**config.mk**
```make
export PLATFORM = sky130hd
export DESIGN_NAME = rom_patch_unit
export DESIGN_NICKNAME = d
export VERILOG_FILES = /design/src/rtl/patch_pkg.sv /design/src/rtl/patch_slot_bank.sv /design/src/rtl/patch_addr_match.sv /design/src/rtl/patch_prio_select.sv /design/src/rtl/rom_patch_unit.sv
export SDC_FILE = /design/constraint.sdc
export NUM_CORES = 1
export LEC_CHECK = 0
export BUFFER_PORTS_ARGS = -buffer_cell sky130_fd_sc_hd__buf_2
export CAP_MARGIN = 20
export CELL_PAD_IN_SITES_DETAIL_PLACEMENT = 1
export CELL_PAD_IN_SITES_GLOBAL_PLACEMENT = 1
export CORE_MARGIN = 1.5
export CORE_UTILIZATION = 25
export DETAILED_ROUTE_END_ITERATION = 7
export PLACE_DENSITY_LB_ADDON = 0.12
export SKIP_LAST_GASP = 1
export SLEW_MARGIN = 20
export SYNTH_ARGS = -nofsm -noshare
export SYNTH_HDL_FRONTEND = slang
export SYNTH_HIERARCHICAL = 1
export SYNTH_SLANG_ARGS = --single-unit
```
**constraint.sdc**
```tcl
create_clock -name clk -period 3.2 [get_ports clk]
set_input_delay 0.64 -clock clk [delete_from_list [all_inputs] [get_ports clk]]
set_output_delay 0.64 -clock clk [all_outputs]
set_load 0.005 [all_outputs]
```
**src/rtl/patch_pkg.sv**
```systemverilog
package patch_pkg;
  localparam int unsigned PATCH_SLOTS_DEF = 6;
  localparam int unsigned PATCH_AW_DEF    = 16;
  localparam int unsigned PATCH_DW_DEF    = 8;

  // width of an index able to name n slots
  function automatic int unsigned slot_idx_bits(input int unsigned n);
    return (n <= 1) ? 1 : $clog2(n);
  endfunction
endpackage

```
**src/rtl/patch_slot_bank.sv**
```systemverilog
module patch_slot_bank
  import patch_pkg::*;
#(
  parameter int unsigned SLOTS = PATCH_SLOTS_DEF,
  parameter int unsigned AW    = PATCH_AW_DEF,
  parameter int unsigned DW    = PATCH_DW_DEF,
  localparam int unsigned IW   = slot_idx_bits(SLOTS)
) (
  input  logic                 clk,
  input  logic                 rst_n,
  input  logic                 wr_stb,
  input  logic [IW-1:0]        wr_idx,
  input  logic [AW-1:0]        wr_addr,
  input  logic [DW-1:0]        wr_data,
  input  logic                 wr_en,
  output logic [SLOTS-1:0]     slot_en,
  output logic [SLOTS*AW-1:0]  slot_addr,
  output logic [SLOTS*DW-1:0]  slot_data
);
  logic [SLOTS-1:0] slot_sel;

  generate
    for (genvar g = 0; g < SLOTS; g++) begin : g_slot
      assign slot_sel[g] = wr_stb && (wr_idx == IW'(g));

      always_ff @(posedge clk or negedge rst_n) begin
        if (!rst_n) begin
          slot_en[g] <= 1'b0;
        end else if (slot_sel[g]) begin
          slot_en[g] <= wr_en;
        end
      end

      // address and byte need no reset: gated by slot_en
      always_ff @(posedge clk) begin
        if (slot_sel[g]) begin
          slot_addr[g*AW +: AW] <= wr_addr;
          slot_data[g*DW +: DW] <= wr_data;
        end
      end
    end
  endgenerate

  logic wr_out_of_range;
  assign wr_out_of_range = wr_stb && (slot_sel == '0);


  oob_write_ignored_chk: assert property (@(posedge clk) disable iff (!rst_n)
    wr_out_of_range |=> $stable(slot_en));
endmodule

```
**src/rtl/patch_addr_match.sv**
```systemverilog
module patch_addr_match
  import patch_pkg::*;
#(
  parameter int unsigned SLOTS = PATCH_SLOTS_DEF,
  parameter int unsigned AW    = PATCH_AW_DEF
) (
  input  logic [AW-1:0]       look_addr,
  input  logic [SLOTS-1:0]    slot_en,
  input  logic [SLOTS*AW-1:0] slot_addr,
  output logic [SLOTS-1:0]    slot_hit
);
  generate
    for (genvar g = 0; g < SLOTS; g++) begin : g_cmp
      assign slot_hit[g] = slot_en[g] && (slot_addr[g*AW +: AW] == look_addr);
    end
  endgenerate
endmodule

```
**src/rtl/patch_prio_select.sv**
```systemverilog
module patch_prio_select
  import patch_pkg::*;
#(
  parameter int unsigned SLOTS = PATCH_SLOTS_DEF,
  parameter int unsigned DW    = PATCH_DW_DEF
) (
  input  logic                clk,
  input  logic                rst_n,
  input  logic [SLOTS-1:0]    slot_hit,
  input  logic [SLOTS*DW-1:0] slot_data,
  output logic [SLOTS-1:0]    grant,
  output logic                any_hit,
  output logic [DW-1:0]       patch_byte
);
  // isolate the lowest set bit of a request vector
  function automatic logic [SLOTS-1:0] lowest_one(input logic [SLOTS-1:0] req);
    logic [SLOTS-1:0] res;
    logic             seen;
    res  = '0;
    seen = 1'b0;
    for (int i = 0; i < SLOTS; i++) begin
      if (req[i] && !seen) begin
        res[i] = 1'b1;
        seen   = 1'b1;
      end
    end
    return res;
  endfunction

  assign grant   = lowest_one(slot_hit);
  assign any_hit = |slot_hit;

  always_comb begin
    patch_byte = '0;
    for (int i = 0; i < SLOTS; i++) begin
      patch_byte = patch_byte | ({DW{grant[i]}} & slot_data[i*DW +: DW]);
    end
  end


  single_grant_chk: assert property (@(posedge clk) disable iff (!rst_n)
    $onehot0(grant));

  grant_from_hit_chk: assert property (@(posedge clk) disable iff (!rst_n)
    (grant & ~slot_hit) == '0);
endmodule

```
**src/rtl/rom_patch_unit.sv**
```systemverilog
module rom_patch_unit
  import patch_pkg::*;
#(
  parameter int unsigned SLOTS = PATCH_SLOTS_DEF,
  parameter int unsigned AW    = PATCH_AW_DEF,
  parameter int unsigned DW    = PATCH_DW_DEF,
  localparam int unsigned IW   = slot_idx_bits(SLOTS)
) (
  input  logic          clk,
  input  logic          rst_n,
  input  logic          cfg_we,
  input  logic [IW-1:0] cfg_idx,
  input  logic [AW-1:0] cfg_addr,
  input  logic [DW-1:0] cfg_data,
  input  logic          cfg_en,
  input  logic          rd_valid,
  input  logic [AW-1:0] rd_addr,
  input  logic [DW-1:0] rom_rdata,
  output logic [DW-1:0] bus_rdata,
  output logic          patch_hit
);
  logic [SLOTS-1:0]    slot_en;
  logic [SLOTS*AW-1:0] slot_addr;
  logic [SLOTS*DW-1:0] slot_data;
  logic [SLOTS-1:0]    slot_hit;
  logic [SLOTS-1:0]    grant;
  logic                any_hit;
  logic [DW-1:0]       patch_byte;

  patch_slot_bank #(.SLOTS(SLOTS), .AW(AW), .DW(DW)) u_bank (
    .clk       (clk),
    .rst_n     (rst_n),
    .wr_stb    (cfg_we),
    .wr_idx    (cfg_idx),
    .wr_addr   (cfg_addr),
    .wr_data   (cfg_data),
    .wr_en     (cfg_en),
    .slot_en   (slot_en),
    .slot_addr (slot_addr),
    .slot_data (slot_data)
  );

  patch_addr_match #(.SLOTS(SLOTS), .AW(AW)) u_match (
    .look_addr (rd_addr),
    .slot_en   (slot_en),
    .slot_addr (slot_addr),
    .slot_hit  (slot_hit)
  );

  patch_prio_select #(.SLOTS(SLOTS), .DW(DW)) u_sel (
    .clk        (clk),
    .rst_n      (rst_n),
    .slot_hit   (slot_hit),
    .slot_data  (slot_data),
    .grant      (grant),
    .any_hit    (any_hit),
    .patch_byte (patch_byte)
  );

  assign patch_hit = rd_valid && any_hit;
  assign bus_rdata = patch_hit ? patch_byte : rom_rdata;


  rom_pass_chk: assert property (@(posedge clk) disable iff (!rst_n)
    !patch_hit |-> (bus_rdata == rom_rdata));

  hit_needs_read_chk: assert property (@(posedge clk) disable iff (!rst_n)
    patch_hit |-> rd_valid);

  hit_has_grant_chk: assert property (@(posedge clk) disable iff (!rst_n)
    patch_hit |-> $countones(grant) == 1);
endmodule

```
# --- After elaboration in Yosys (flattened, before gate mapping) ---
# Index checks and enable logic that the tools add are counted.
totals:
  ff_bits: 150
  in_bits: 56
  out_inout_bits: 9
  wordCells: 76
op_classes:
  eq_ne: 11
  mux: 11
  n_bitwise: 11
  reduce_logical: 25
op_table:
  columns: ["op", "count"]
  rows:
  - ["$eq 16x16->1", 6]
  - ["$and 8x8->8", 6]
  - ["$or 8x8->8", 5]
  - ["$logic_and 1x1->1", 18]
  - ["$mux 1", 10]
  - ["$mux 8", 1]
  - ["$eq 3x2->1 const B", 2]
  - ["$eq 3x3->1 const B", 2]
  - ["$reduce_or 6->1", 1]
  - ["$logic_not 1->1", 5]
  - ["$eq 3x1->1 const B", 1]
  - ["$logic_not 3->1", 1]

# --- Depth between registers and ports, before layout ---
depth:
  ltp_word: 21
  ltp_mapped: 11

# --- Hierarchy ---
# Netlist, hierarchy kept.
by_module_without_submodules:
  columns: ["module", "n_inst", "cells_each", "area_per_inst_um2"]
  rows:
  - ["patch_slot_bank", 1, 162, 4653.2]
  - ["patch_addr_match", 1, 148, 1242.4]
  - ["patch_prio_select", 1, 74, 506.7]
  - ["rom_patch_unit", 1, 10, 135.1]

# --- Worst setup path before layout ---
# No wires, ideal clock.
synth_path:
  path_kind: "input to output"
  from: "input port rd_addr[15]"
  to: "output port bus_rdata[0]"
  t_arrival_ps: 2493
  required_time_ps: 2560
  slack_ps: 67
  stages: 10
  n_path_buf: 2
  cell_sequence: "buf_6 -> xor2_1 -> nor4_1 -> nand4_1 -> nor4_2 -> nor4_4 -> buf_6 -> nand2_1 -> nand2_4 -> mux2_4"
synth_lines:
  columns: ["element", "line", "source"]
  rows:
  - ["from (decl)", "rom_patch_unit.sv:17", "input logic [AW-1:0] rd_addr,"]
  - ["$eq 16x16->1", "patch_addr_match.sv:14", "assign slot_hit[g] = slot_en[g] && (slot_addr[g*AW +: AW] == look_addr);"]
  - ["$logic_and 1x1->1", "patch_addr_match.sv:14", null]
  - ["net slot_hit[0]", "rom_patch_unit.sv:25", "logic [SLOTS-1:0] slot_hit;"]
  - ["$reduce_or 6->1", "patch_prio_select.sv:31", "assign any_hit = |slot_hit;"]
  - ["net any_hit", "rom_patch_unit.sv:27", "logic any_hit;"]
  - ["$logic_and 1x1->1", "rom_patch_unit.sv:60", "assign patch_hit = rd_valid && any_hit;"]
  - ["$mux 8", "rom_patch_unit.sv:61", "assign bus_rdata = patch_hit ? patch_byte : rom_rdata;"]
  - ["to (decl)", "rom_patch_unit.sv:19", "output logic [DW-1:0] bus_rdata,"]
# The timed path passes the listed nets, and every way through them passes these cells.

# --- Worst setup path in the final report ---
layout_path:
  from: "input port rd_addr[8]"
  to: "output port bus_rdata[0]"
layout_lines:
  columns: ["element", "line", "source"]
  rows:
  - ["$eq 16x16->1 *", "patch_addr_match.sv:14", null]
  - ["$logic_and 1x1->1 *", "patch_addr_match.sv:14", null]
  - ["net slot_hit[1]", "rom_patch_unit.sv:25", null]
  - ["$logic_and 1x1->1 *", "patch_prio_select.sv:22", "if (req[i] && !seen) begin"]
  - ["$mux 1 *", "patch_prio_select.sv:22", null]
  - ["$logic_not 1->1", "patch_prio_select.sv:22", null]
  - ["$logic_and 1x1->1", "patch_prio_select.sv:22", null]
  - ["$mux 1 *", "patch_prio_select.sv:22", null]
  - ["$logic_not 1->1 *", "patch_prio_select.sv:22", null]
  - ["$logic_and 1x1->1 *", "patch_prio_select.sv:22", null]
  - ["$mux 1 *", "patch_prio_select.sv:22", null]
  - ["net grant[3]", "rom_patch_unit.sv:26", "logic [SLOTS-1:0] grant;"]
  - ["$and 8x8->8 *", "patch_prio_select.sv:36", "patch_byte = patch_byte | ({DW{grant[i]}} & slot_data[i*DW +: DW]);"]
  - ["$or 8x8->8 * (3 in series)", "patch_prio_select.sv:36", null]
  - ["net patch_byte[0]", "rom_patch_unit.sv:28", "logic [DW-1:0] patch_byte;"]
  - ["$mux 8 *", "rom_patch_unit.sv:61", null]
# Mark *: on every way through the listed nets, which the timed path passes. The rest lies on a longest branch.

==> impl_metrics.py <==
metrics = {
    "detailed_routing": {
        "wl_met2_mm": 7.89,
        "ant_nets": 0,
        "highest_layer": "met4",
        "drt_wl_total_mm": 16.9,
        "vias": 3524,
        "wl_met1_mm": 8.24,
        "viasPerCell": 4.20,
        "drtIter0Drc": 197,
        "wl_met3_um": 544,
        "wire_per_inst_um": 20.2,
        "drc": 0,
        "drt-pass1-iter-count": 4,
    },
    "clock_network": {
        "numClockSinks": 150,
        "clk_latency_ns": 0.43,
        "numCtsBuffers": 17,
        "cts_setup_buffers": 0,
        "path_clk_slew_ns": 0.06,
        "htreeDepth": 4,
        "cts_tree": "built",
        "clock-root-buffer": "clkbuf_16",
        "clk_path_buf_depth": 2,
    },
    "timing": {
        "setup_viol": 9,
        "min_period_ns": 3.63,
        "worst_pin_slew_ns": 0.579,
        "final-hold-violation-count": 0,
        "max_slew_margin": 0.614,
        "final_max_slew_viol_count": 0,
        "fin_crit_sh": 1.13,
        "fmax_ghz": 0.276,
        "finClkSkew_ns": 0,
        "finalSetupTns_ns": -3.14,
        "rsz0062_at_grt": "true",
        "final.setup.worst_slack_ns": -0.428,
    },
    "floorplan": {
        "num_io_pins": 65,
        "initial_core_util": 0.257,
        "die_area_sq_um": 27000,
        "die_h_um": 164,
        "row_count": 58,
        "core_area_sq_um": 25300,
        "die_x_um": 164,
    },
    "place": {
        "globalplace.congestion": 0.691,
        "port_buffers": 64,
        "dp.cells": 805,
        "placed_cell_area_sq_um": 7380,
        "hpwl_mm": 11.4,
    },
    "critical_path": {
        "cp_max_fo": 4,
        "worstSetupPathType": "primary input to output pin",
        "r2r-start": "u_bank/slot_en[3]",
        "critPathRequiredTime_ns": 2.56,
        "startpoint": "rd_addr[8]",
        "critPathCaptureType": "output pin",
        "start_kind": "primary input",
        "crit_arrival_ns": 2.99,
    },
    "finish": {
        "stdcell_count": 839,
        "fillers": 2603,
        "synthToLayoutAreaGrowth_pct": 24.9,
        "nNetsFinal": 552,
        "final_cell_area_sq_um": 8120,
        "drive_above_1_share": 0.348,
        "num_antenna_cells": 0,
    },
    "synthesis": {
        "avgSynthCellArea_sq_um": 16.7,
        "yosys_warnings": 6,
        "syn_area_sq_um": 6500,
        "syn-num-nets": 445,
        "syn_inst": 389,
    },
    "global_route": {
        "grt_pass1_wl_mm": 25.4,
        "grt_pass1_vias": 3886,
        "grt_antenna_before_repair": 0,
        "grtUsageTotal": 0.136,
        "overflow": 0,
        "grt_max_degree": 26,
    },
    "hold_path": {
        "hp-class": "primary input to async pin",
    },
    "pwr": {
        "peakVddDrop_v": 0.000339,
        "fin_total_pwr_mw": 4.76,
        "p_per_area_nw_per_um2": 586,
        "p_leak_nw": 2.76,
    },
    "status": {
        "violations": "negative setup slack",
        "status": "finished with violations",
    },
    "job": {
        "cap_violations": 0,
    },
}
==> worst max-delay path, cell delays in order <==
cell	delay [ns]
buf_2	0.15
xor2_1	0.19
nor4_2	0.32
buf_4	0.16
nand4_1	0.14
nor4_4	0.27
buf_6	0.17
nor4b_4	0.06
buf_4	0.15
a22oi_1	0.15
nand4b_1	0.16
mux2_4	0.29
buf_2	0.12
==> report_power, final <==
group | switching (mW) | internal (mW)
Clock | 0.849 | 1.32
Sequential | 0.0318 | 2.23
Combinational | 0.176 | 0.146
Total | 1.06 | 3.70
==> area by class of cell <==
| type | instances | area (sq um) | share of cell area |
|---|---|---|---|
| timing repair buffer | 111 | 696 | 0.0857 |
| clock buffer | 17 | 425 | 0.0524 |
| tap | 330 | 413 | 0.0508 |
| multi-input combinational | 215 | 1890 | 0.233 |
| clock inverter | 15 | 215 | 0.0265 |
| sequential | 150 | 4470 | 0.551 |
| inverter | 1 | 3.75 | 0.000462 |
==> placed cells by master, fill, tap and decap left out, drive strengths merged <==
cell	count
a21o	1
a21oi	7
a22oi	7
a32oi	1
and4b	2
and4bb	3
buf	111
bufinv	4
clkbuf	17
clkinv	2
clkinvlp	3
dfrtp	6
edfxtp	144
inv	7
mux2	14
nand2	18
nand3	15
nand3b	8
nand4	19
nand4b	7
nor2	1
nor2b	1
nor4	13
nor4b	2
xnor2	72
xor2	24
==> metrics by stage <==
stage,hold WS (ns),worst slack (ns),utilization
3_3_place_gp,0.472,-0.500,0.291
6_report,0.0283,-0.428,0.321
5_1_grt,0.0209,-0.651,0.321
4_1_cts,0.00957,-0.457,0.319
2_1_floorplan,0.344,0.0833,-
3_5_place_dp,0.481,-0.520,0.291
==> path summary, 6_finish.rpt <==
| path | endpoint | slack [ns] | cells past startpoint |
|---|---|---|---|
| hold reg to reg | u_bank/slot_en[0] | 0.49 | 1 |
| hold / removal | u_bank/slot_en[1] | 0.03 | 1 |
| setup / recovery | bus_rdata[0] | -0.43 | 13 |
| setup reg to reg | u_bank/slot_en[3] | 2.41 | 1 |
| max in group asynchronous | u_bank/slot_en[4] | 3.02 | 1 |
| min in group clk | u_bank/slot_data[44] | 0.45 | 1 |
==> layer usage <==
layer  vias up  global-route usage
li1       1672                   -
met1      1767               0.186
met2        68               0.210
met3        17              0.0253
met4         0              0.0558
met5         -                   0
==> registers in the layout, summed over array words and instances (netlist names) <==
signal            count
u_bank/slot_data     48
u_bank/slot_en        6
u_bank/slot_addr     96
==> timing repair <==
action | in CTS | in global routing
hold buffers | 0 | 0
gates cloned | 1 | 1
gates resized for setup | 9 | 6
pin swaps | 9 | 5
setup endpoints to repair | 9 | 9
Note: power is estimated with default switching activity, not from simulation.
